`src/rtl/trig_irq_pkg.sv`:
```
package trig_irq_pkg;

    // Per-line state: pending request and last sampled input level
    typedef struct packed {
        logic pend;
        logic last;
    } line_state_t;

endpackage

```
`src/rtl/trig_irq_ack_dec.sv`:
```
module trig_irq_ack_dec #(
    parameter int N  = 8,
    parameter int IW = 3
) (
    input  logic          ack_vld,
    input  logic [IW-1:0] ack_idx,
    output logic [N-1:0]  ack_mask
);

    always_comb begin
        for (int i = 0; i < N; i++) begin
            ack_mask[i] = ack_vld && (ack_idx == IW'(i));
        end
    end

endmodule

```
`src/rtl/trig_irq_mode_reg.sv`:
```
module trig_irq_mode_reg #(
    parameter int           N    = 8,
    parameter logic [N-1:0] MASK = 8'hF8
) (
    input  logic         clk,
    input  logic         rst,
    input  logic         wr_en,
    input  logic [N-1:0] wr_data,
    output logic [N-1:0] mode_q
);

    logic [N-1:0] mode_d;

    always_comb begin
        mode_d = mode_q;
        if (rst) begin
            mode_d = '0;
        end else if (wr_en) begin
            // bits outside the writable mask are forced to edge mode
            mode_d = wr_data & MASK;
        end
    end

    always_ff @(posedge clk) begin
        mode_q <= mode_d;
    end

endmodule

```
`src/rtl/trig_irq_line.sv`:
```
module trig_irq_line
    import trig_irq_pkg::*;
(
    input  logic clk,
    input  logic rst,
    input  logic req,
    input  logic level_mode,
    input  logic ack,
    output logic pend,
    output logic last
);

    line_state_t st_d, st_q;

    always_comb begin
        st_d = st_q;
        if (rst) begin
            st_d = '0;
        end else begin
            st_d.last = req;
            if (level_mode) begin
                st_d.pend = req;
            end else begin
                // a fresh rise takes precedence over a same-cycle acknowledge
                st_d.pend = (req & ~st_q.last) | (st_q.pend & ~ack);
            end
        end
    end

    always_ff @(posedge clk) begin
        st_q <= st_d;
    end

    assign pend = st_q.pend;
    assign last = st_q.last;

endmodule

```
`src/rtl/trig_irq_pending.sv`:
```
module trig_irq_pending #(
    parameter int               N          = 8,
    parameter logic [N-1:0]     MODE_WMASK = 8'hF8,
    localparam int              IW         = (N > 1) ? $clog2(N) : 1
) (
    input  logic          clk,
    input  logic          rst,
    input  logic [N-1:0]  req_in,
    input  logic          ack_vld,
    input  logic [IW-1:0] ack_idx,
    input  logic          mode_wr_en,
    input  logic [N-1:0]  mode_wr_data,
    output logic [N-1:0]  pend_q,
    output logic [N-1:0]  mode_q
);

    logic [N-1:0] ack_mask;
    logic [N-1:0] last_vec;

    trig_irq_ack_dec #(.N(N), .IW(IW)) u_ack_dec (
        .ack_vld  (ack_vld),
        .ack_idx  (ack_idx),
        .ack_mask (ack_mask)
    );

    trig_irq_mode_reg #(.N(N), .MASK(MODE_WMASK)) u_mode (
        .clk     (clk),
        .rst     (rst),
        .wr_en   (mode_wr_en),
        .wr_data (mode_wr_data),
        .mode_q  (mode_q)
    );

    for (genvar g = 0; g < N; g++) begin : g_line
        trig_irq_line u_line (
            .clk        (clk),
            .rst        (rst),
            .req        (req_in[g]),
            .level_mode (mode_q[g]),
            .ack        (ack_mask[g]),
            .pend       (pend_q[g]),
            .last       (last_vec[g])
        );
    end

endmodule


```
`config.mk`:
```
export PLATFORM = sky130hd
export DESIGN_NAME = trig_irq_pending
export DESIGN_NICKNAME = d
export VERILOG_FILES = /design/src/rtl/trig_irq_pkg.sv /design/src/rtl/trig_irq_ack_dec.sv /design/src/rtl/trig_irq_mode_reg.sv /design/src/rtl/trig_irq_line.sv /design/src/rtl/trig_irq_pending.sv
export SDC_FILE = /design/constraint.sdc
export NUM_CORES = 1
export LEC_CHECK = 0
export ABC_AREA = 1
export BUFFER_PORTS_ARGS = -buffer_cell sky130_fd_sc_hd__buf_4
export CAP_MARGIN = 25
export CORE_UTILIZATION = 45
export CTS_BUF_LIST = sky130_fd_sc_hd__clkbuf_4 sky130_fd_sc_hd__clkbuf_8
export DETAILED_ROUTE_END_ITERATION = 8
export PLACE_DENSITY = 0.76
export SYNTH_ARGS = -nofsm -noshare
export SYNTH_HDL_FRONTEND = slang
export SYNTH_HIERARCHICAL = 1
export SYNTH_SLANG_ARGS = --single-unit
```
`constraint.sdc`:
```
create_clock -name clk -period 1.37 [get_ports clk]
set_input_delay 0.2055 -clock clk [delete_from_list [all_inputs] [get_ports clk]]
set_output_delay 0.2055 -clock clk [all_outputs]
set_load 0.005 [all_outputs]
```
==> results of run 1 <==
-- path summary, 6_finish.rpt --
kind | start | end | slack, ns | cells after the start
setup / recovery | u_mode/mode_q[4] | mode_q[4] | 0.34 | 1
hold / removal | req_in[0] | g_line[0].u_line/last | 0.13 | 3
setup reg to reg | u_mode/mode_q[6] | g_line[6].u_line/pend | 0.71 | 4
hold reg to reg | g_line[5].u_line/last | g_line[5].u_line/pend | 0.48 | 3
-- synthesized netlist by cell type --
master	instances
dfxtp_1	21
nand2_1	48
buf_4	3
nor2_1	34
nor2_2	8
buf_6	1
conb_1	1
inv_1	33
-- routing by layer --
| metal | GRT usage, % | vias to the layer above | routed length, µm |
|---|---|---|---|
| met5 | 0 | - | 0 |
| met4 | 6.67 | 0 | 0 |
| met3 | 3.77 | 0 | 100 |
| met2 | 27.6 | 24 | 812 |
| met1 | 18.8 | 363 | 791 |
| li1 | - | 479 | - |
-- flip-flops by register name, indices dropped and copies added, names as in the netlist --
register and flops:
g_line.u_line/last 8, u_mode/mode_q 5, g_line.u_line/pend 8
-- report_power, final --
group | internal (W) | total [W] | switching [W]
Clock | 0.000133 | 0.000313 | 0.000180
Sequential | 0.000655 | 0.000679 | 0.0000242
Combinational | 0.000112 | 0.000212 | 0.000101
Total | 0.000900 | 0.00120 | 0.000305
-- layout make-up --
cell class / count / area share (%)
clock buffers: 4 / 2.47
inverters: 33 / 10.2
multi-input cells: 93 / 30.3
flip-flops and latches: 21 / 34.5
well taps: 27 / 2.77
repair buffers: 32 / 19.7
-- cell families (layout without fill, tap and decap cells) --
kind of cell | after synthesis | after routing | synth area share (%)
simple gates | 90 | 90 | 38.1
buf+inv | 37 | 69 | 16.8
flops | 21 | 21 | 44.7
other cells | 1 | 3 | 0.399
-- through the flow --
stage                     cell area [µm²]  total power (W)
after floorplan                       947         0.000801
after global routing                 1220          0.00129
after global placement               1190         0.000900
after detailed placement             1190         0.000908
after CTS                            1220          0.00122
final                                1220          0.00120
==> impl_metrics.csv, run 1 <==
group,metric,value,unit
clock_network,cts_root_buffer,"clkbuf_4",
route,wl,1700,µm
route,wire_per_inst,8.11,µm
clock_network,clockBufferDepth,2,
floorplan,start_util,47.9,%
placement,dp_hpwl,1330,µm
worst_setup_path,path_delay_family,"flip-flops",
sta,fin_worst_skew,0.00295,ns
yosys,ys_seq_area_share,44.7,%
yosys,ys.warnings.count,6,
worst_setup_path,critPathMaxFanout,4,
clock_network,clkTransAtPathRegs,0.11,ns
worst_setup_path,slowest_stage,"dfxtp_1",
final_layout,fillers,213,
power,p_leak,0.697,nW
worst_setup_path,cp_cell_sequence,"buf_4",
outcome,status,"completed",
worst_setup_path,criticalPathCategory,"flip-flop to output pin",
grt,grt_max_degree,18,
worst_setup_path,required,1.16,ns
clock_network,cts-resized-gates,0,
yosys,ys_top_cells_by_area,"dfxtp_1 (45%), nand2_1 (19%), nor2_1 (14%)",
clock_network,postCtsSetupBuffers,0,
placement,dpl.cell_count,206,
sta,finalCritPeriodShare,75.1,%
grt,first_global_vias,687,
route,via_per_inst,4.12,
sta,fmax,972,MHz
final_layout,utilization,62.1,%
grt,grt_usage,15.9,%
job,max_cap_viol_count,0,
placement,gp_congestion,0.719,
clock_network,clock_sinks,21,
worst_setup_path,cp.arrival,0.82,ns
sta,post-route-min-period,1.03,ns
sta,fin_ws,0.341,ns
yosys,yosysUniqueCellTypes,8,
floorplan,die_x,47.7,µm
yosys,synth_seq_cells,21,
clock_network,cts_buffers,3,
placement,port_buffers,32,
final_layout,multiInputGateArea,369,µm²
grt,grt_first_pass_wirelength,2570,µm
yosys,syn_avg_cell_area,6.31,µm²
worst_setup_path,critPathCaptureType,"output pin",
power,powerDensity,989,nW/µm²
sta,whs,0.127,ns
final_layout,seqCellArea,420,µm²
yosys,synth_top_area_cell,"dfxtp_1",
sta,hold_viol,0,
floorplan,die_h,47.7,µm
floorplan,ios,39,
sta,setup_tns,0,ns
final_layout,fin_cells,210,
floorplan,core,1960,µm²
grt,grt-ovfl-total,0,
worst_setup_path,crit_buf_inv,1,
final_layout,drive_gt1_share,24.0,%
worst_setup_path,cp_slowest_stage_delay,0.40,ns
min_path,hp-class,"input port to flip-flop",
clock_network,cts_hold_buf,0,
final_layout,layout_common_cells,"nand2_1 (48), nor2_1 (34), inv_1 (33), buf_4 (32), dfxtp_1 (21)",
sta,rsz0062_at_grt,"no",
clock_network,h-tree-depth,1,
clock_network,tritoncts,"done",
grt,antenna_found_initial,0,
route,drt_pass1_iterations,2,
yosys,netlist_area,940,µm²
route,ant_nets,0,
final_layout,final_common_cell,"nand2_1",
placement,dp_worst_setup_slack,0.524,ns
floorplan,rows,16,
sta,final-max-slew-violation-count,0,
final_layout,diodes,0,
power,ir_drop,0.000618,V
clock_network,worst_skew_pair.late_latency,0.30,ns
yosys,syn_inst,149,
floorplan,dieArea,2270,µm²
yosys,yosysTopAreaCellShare,44.7,%
route,drc,0,
sta,setup_viol,0,
final_layout,nets,207,
route,num_vias,866,
final_layout,area_growth_syn_to_layout,29.6,%
worst_setup_path,startpoint_type,"flip-flop",
route,drtIter0Drc,8,
No activity file was read; power rests on OpenSTA's default activity.
==> run 2: changes to the inputs <==
- ABC_AREA: 1 -> 0
- clock period: 1.37 -> 0.95 ns (I/O delays scaled with it)
==> run 2 against run 1 <==
Clock power up 39%. Via count down 21%. Total power up 43%. Non-clock buffer count up 3. Combinational power up 46%. Highest routed layer is now met4. Area after synthesis down 2.9%. Register-to-register slack worse by 0.66 ns. Flip-flop and latch count unchanged. Die area down 2.8%.
==> impl_metrics.csv, run 2 <==
group,metric,value,unit
outcome,status,"completed",
sta,final-max-slew-violation-count,0,
sta,hold_viol,0,
route,drtIter0Drc,13,
power,p_leak,0.609,nW
yosys,synth_seq_cells,21,
clock_network,h-tree-depth,1,
yosys,synth_flop_cell,"dfxtp_1",
clock_network,cts_root_buffer,"clkbuf_4",
worst_setup_path,crit_buf_inv,1,
clock_network,cts_buffers,3,
placement,dp_hpwl,1380,µm
yosys,ys_seq_area_share,46.1,%
power,ir_drop,0.00114,V
yosys,syn_inst,76,
sta,whs,0.0616,ns
sta,fmax,1060,MHz
worst_setup_path,startpoint_type,"flip-flop",
yosys,netlist_area,912,µm²
yosys,synth_top_area_cell,"dfxtp_1",
yosys,async_reset_ff_share,0,%
final_layout,diodes,0,
clock_network,cts_hold_buf,0,
worst_setup_path,rr_startpoint,"u_mode/mode_q[4]",
yosys,yosysTopAreaCellShare,46.1,%
floorplan,start_util,50.1,%
sta,post-route-min-period,0.940,ns
clock_network,tritoncts,"done",
placement,dpl.cell_count,131,
route,wire_per_inst,13.9,µm
worst_setup_path,cp.arrival,0.80,ns
final_layout,layout_common_cells,"buf_4 (31), dfxtp_1 (13), nor4b_2 (9)",
floorplan,die_x,47.0,µm
route,num_vias,687,
clock_network,clock_sinks,21,
floorplan,rows,15,
final_layout,area_growth_syn_to_layout,35.9,%
yosys,synth_most_common_cell,"dfxtp_1",
yosys,ys.warnings.count,6,
final_layout,fillers,151,
clock_network,worst_skew_pair.late_latency,0.30,ns
route,ant_nets,0,
final_layout,final_common_cell,"buf_4",
worst_setup_path,path_delay_family,"flip-flops",
grt,grt_first_pass_wirelength,2890,µm
route,wl,1920,µm
worst_setup_path,criticalPathCategory,"flip-flop to output pin",
sta,rsz0062_at_grt,"yes",
placement,port_buffers,32,
route,drc,0,
yosys,yosysUniqueCellTypes,15,
worst_setup_path,required,0.81,ns
grt,first_global_vias,651,
grt,antenna_found_initial,0,
floorplan,ios,39,
power,powerDensity,1390,nW/µm²
worst_setup_path,slowest_stage,"dfxtp_4",
clock_network,clkTransAtPathRegs,0.12,ns
final_layout,fin_cells,138,
final_layout,drive_gt1_share,53.1,%
route,drt_pass1_iterations,3,
min_path,min_from,"req_in[5]",
sta,fin_worst_skew,0.00796,ns
grt,grt_usage,19.5,%
clock_network,clockBufferDepth,2,
placement,gp_congestion,0.654,
sta,setup_viol,0,
yosys,ys_top_cells_by_area,"dfxtp_1 (46%), nor4b_2 (15%), a21o_1 (6.6%)",
grt,grt_max_degree,22,
worst_setup_path,cp-startpoint,"u_mode/mode_q[7]",
floorplan,core,1820,µm²
final_layout,utilization,68.1,%
floorplan,dieArea,2210,µm²
yosys,syn_avg_cell_area,12.0,µm²
final_layout,nets,137,
worst_setup_path,cp_cell_sequence,"buf_6",
route,via_per_inst,4.98,
worst_setup_path,cp_slowest_stage_delay,0.38,ns
sta,finalCritPeriodShare,98.9,%
worst_setup_path,critPathMaxFanout,4,
yosys,synth.top_cells.by_count,"dfxtp_1 (21), nor4b_2 (9), a21o_1 (8), and2b_1 (8), nand2b_1 (8)",
sta,setup_tns,0,ns
yosys,synth_edf_count,0,
worst_setup_path,critPathCaptureType,"output pin",
job,max_cap_viol_count,0,
grt,grt-ovfl-total,0,
floorplan,die_h,47.0,µm
min_path,hp-class,"input port to flip-flop",
-- run 2: metrics by stage --
stage | setup WS [ns] | power [W] | instance area [µm²]
2_1_floorplan | 0.211 | 0.00113 | 920
3_3_place_gp | 0.0350 | 0.00127 | 1160
3_5_place_dp | 0.0304 | 0.00129 | 1160
4_1_cts | 0.00243 | 0.00172 | 1200
5_1_grt | -0.0162 | 0.00180 | 1240
6_report | 0.0104 | 0.00172 | 1240
-- run 2: routing by layer --
layer | GRT usage, % | wire (µm) | up-vias
li1 | - | - | 346
met1 | 23.3 | 818 | 319
met2 | 34.2 | 1000 | 20
met3 | 2.31 | 86 | 2
met4 | 10.3 | 12 | 0
met5 | 0 | 0 | -
-- run 2: cell families (layout without fill, tap and decap cells) --
| logic type | Yosys count | in the layout | share of synthesized area, % |
|---|---|---|---|
| compound gates | 8 | 8 | 6.58 |
| buf+inv | 4 | 39 | 3.70 |
| flops | 21 | 21 | 46.1 |
| mux | 5 | 5 | 5.49 |
| other cells | 1 | 3 | 0.411 |
| simple gates | 37 | 37 | 37.7 |
-- run 2: what timing repair did --
| item | in CTS | in global routing |
|---|---|---|
| endpoints found under the setup margin | 5 | 7 |
| buffers inserted | 1 | 2 |
| resized for setup | 6 | 9 |
-- run 2: layout make-up --
type	instances	area [µm²]	area share, %
clock buffer	3	22.5	1.82
clock inverter	1	5.00	0.404
multi-input combinational	53	465	37.5
sequential	21	438	35.3
tap	25	31.3	2.52
timing repair buffer	35	278	22.4
-- run 2: path summary, 6_finish.rpt --
kind	end	slack, ns	cells past startpoint
max	mode_q[7]	0.01	1
min	g_line[5].u_line/last	0.06	2
max reg2reg	g_line[4].u_line/pend	0.05	3
min reg2reg	g_line[4].u_line/pend	0.50	2
-- run 2: report_power, final --
group / switching [W] / internal [W]
Combinational: 0.000112 / 0.000197
Clock: 0.000277 / 0.000157
Sequential: 0.0000347 / 0.000943
Total: 0.000424 / 0.00130
==> run 3: changes to the inputs <==
- CORE_UTILIZATION: 45 -> 35
- PLACE_DENSITY: 0.76 -> default
- SKIP_LAST_GASP: default -> 1
==> run 3 against run 2 <==
Total power shrank 0.87%. First-iteration DRC count is 100% lower. Highest routed layer unchanged. Final area increased by 0.10%. Die area grew 27%. Clock power decreased by 2%. Setup slack improved by 0.0024 ns.
==> impl_metrics.csv, run 3 (synthesis gave the netlist of run 2 again) <==
group,metric,value,unit
power,p_leak,0.608,nW
placement,gp_congestion,0.613,
worst_setup_path,cp_slowest_stage_delay,0.38,ns
min_path,hp-class,"input port to flip-flop",
clock_network,h-tree-depth,1,
placement,port_buffers,32,
floorplan,dieArea,2810,µm²
route,drt_pass1_iterations,1,
power,cellInternalPower,0.00130,W
route,via_per_inst,4.70,
worst_setup_path,critPathMaxFanout,4,
final_layout,fillers,241,
power,switchingPower,0.000408,W
worst_setup_path,cp_cell_sequence,"buf_6",
floorplan,ios,39,
floorplan,die_x,53.1,µm
worst_setup_path,timing.rr.end,"g_line[7].u_line/pend",
final_layout,multiInputGateArea,465,µm²
final_layout,drive_gt1_share,51.3,%
power,ir_drop,0.00115,V
clock_network,cts_buffers,3,
clock_network,clock_sinks,21,
min_path,worstHoldPathCells,2,
sta,finalCritPeriodShare,98.6,%
min_path,whs_endpoint,"g_line[4].u_line/last",
worst_setup_path,required,0.81,ns
final_layout,final_common_cell,"buf_4",
grt,grt_usage,12.8,%
worst_setup_path,criticalPathCategory,"flip-flop to output pin",
sta,fin_worst_skew,0.00647,ns
power,p_seq_share,57.2,%
sta,setup_viol,0,
job,max_cap_viol_count,0,
route,num_vias,672,
grt,grt-ovfl-total,0,
sta,final-max-slew-violation-count,0,
worst_setup_path,r2r_cells,3,
placement,dp_worst_setup_slack,0.0261,ns
grt,grt_max_degree,22,
route,drtIter0Drc,0,
sta,rsz0062_at_grt,"yes",
power,combPwrFrac,17.8,%
grt,antenna_found_initial,0,
route,wire_per_inst,12.1,µm
floorplan,rows,18,
clock_network,cts_hold_buf,0,
sta,fmax,1070,MHz
worst_setup_path,startpoint_type,"flip-flop",
grt,grt_first_pass_wirelength,2530,µm
route,ant_nets,0,
clock_network,cts_root_buffer,"clkbuf_4",
final_layout,diodes,0,
clock_network,clkTransAtPathRegs,0.12,ns
floorplan,die_h,53.1,µm
grt,first_global_vias,584,
route,drc,0,
route,wl,1730,µm
min_path,min_from,"req_in[4]",
final_layout,nets,137,
outcome,status,"completed",
worst_setup_path,crit_buf_inv,1,
sta,fin_ws,0.0128,ns
final_layout,area_growth_syn_to_layout,36.1,%
clock_network,worst_skew_pair.late_latency,0.30,ns
sta,post-route-min-period,0.937,ns
clock_network,tritoncts,"done",
worst_setup_path,cp.arrival,0.79,ns
final_layout,seqCellArea,433,µm²
floorplan,core,2480,µm²
worst_setup_path,path_delay_family,"flip-flops",
worst_setup_path,r2r_setup_slack,0.05,ns
floorplan,start_util,36.8,%
final_layout,layout_common_cells,"buf_4 (31), dfxtp_1 (15), nor4b_2 (9)",
power,powerDensity,1370,nW/µm²
power,p_clk_share,25.0,%
worst_setup_path,rr_startpoint,"u_mode/mode_q[7]",
clock_network,clockBufferDepth,2,
sta,hold_viol,0,
power,power,0.00171,W
worst_setup_path,slowest_stage,"dfxtp_4",
worst_setup_path,critPathCaptureType,"output pin",
power,p_sw_share,23.9,%
## run 3: cell counts in the layout (fill, tap and decap cells not counted)
No cell type changed its count.
## run 3: worst max path at each step
stage / from / slack [ns] / to / depth (start not counted)
2_1_floorplan: ack_idx[2] / 0.21 / g_line[0].u_line/pend / 3
3_5_place_dp: ack_idx[2] / 0.03 / g_line[0].u_line/pend / 4
3_3_place_gp: ack_idx[2] / 0.04 / g_line[0].u_line/pend / 4
5_1_grt: u_mode/mode_q[6] / -0.02 / mode_q[6] / 1
6_report: u_mode/mode_q[6] / 0.01 / mode_q[6] / 1
4_1_cts: u_mode/mode_q[6] / -0.001 / mode_q[6] / 1
## run 3: power by group through the flow
| stage | Sequential [W] | Combinational [W] | Clock (W) |
|---|---|---|---|
| final | 0.000976 | 0.000304 | 0.000426 |
| after global routing | 0.000983 | 0.000333 | 0.000478 |
| after CTS | 0.000979 | 0.000287 | 0.000450 |
| after detailed placement | 0.000996 | 0.000287 | 0 |
| after global placement | 0.000993 | 0.000279 | 0 |
| after floorplan | 0.000994 | 0.000133 | 0 |
## run 3: layer usage
metal	routed length (µm)	up-vias	GRT usage, %	part of all wire [%]
met3	135	2	7.18	7.8
met4	10	0	2.63	0.58
li1	-	343	-	-
met5	0	-	0	0
met1	771	306	14.3	44
met2	816	21	21.3	47
## run 3: layout make-up
type | count | share of cell area [%]
multi-input cells | 53 | 37.5
flip-flops and latches | 21 | 34.9
repair buffers | 35 | 22.4
well taps | 30 | 3.02
clock buffers | 3 | 1.81
clock inverters | 1 | 0.403
## run 3: repair_timing
| action | in CTS | in global routing |
|---|---|---|
| setup buffers | 0 | 3 |
| setup endpoints to repair | 5 | 6 |
| endpoints found under the hold margin | 0 | 0 |
| gates resized for setup | 5 | 7 |
| gates cloned | 0 | 0 |
## run 3: metrics by stage
stage | instances | utilization, % | hold slack (ns) | TNS (ns) | area [µm²]
after floorplan | 78 | - | 0.215 | 0 | 920
after CTS | 140 | 48.3 | 0.0540 | -0.00147 | 1200
final | 143 | 50.1 | 0.0621 | 0 | 1240
after detailed placement | 136 | 47.0 | 0.382 | 0 | 1160
after global routing | 143 | 50.1 | 0.0496 | -0.0545 | 1240
after global placement | 136 | 47.0 | 0.372 | 0 | 1160
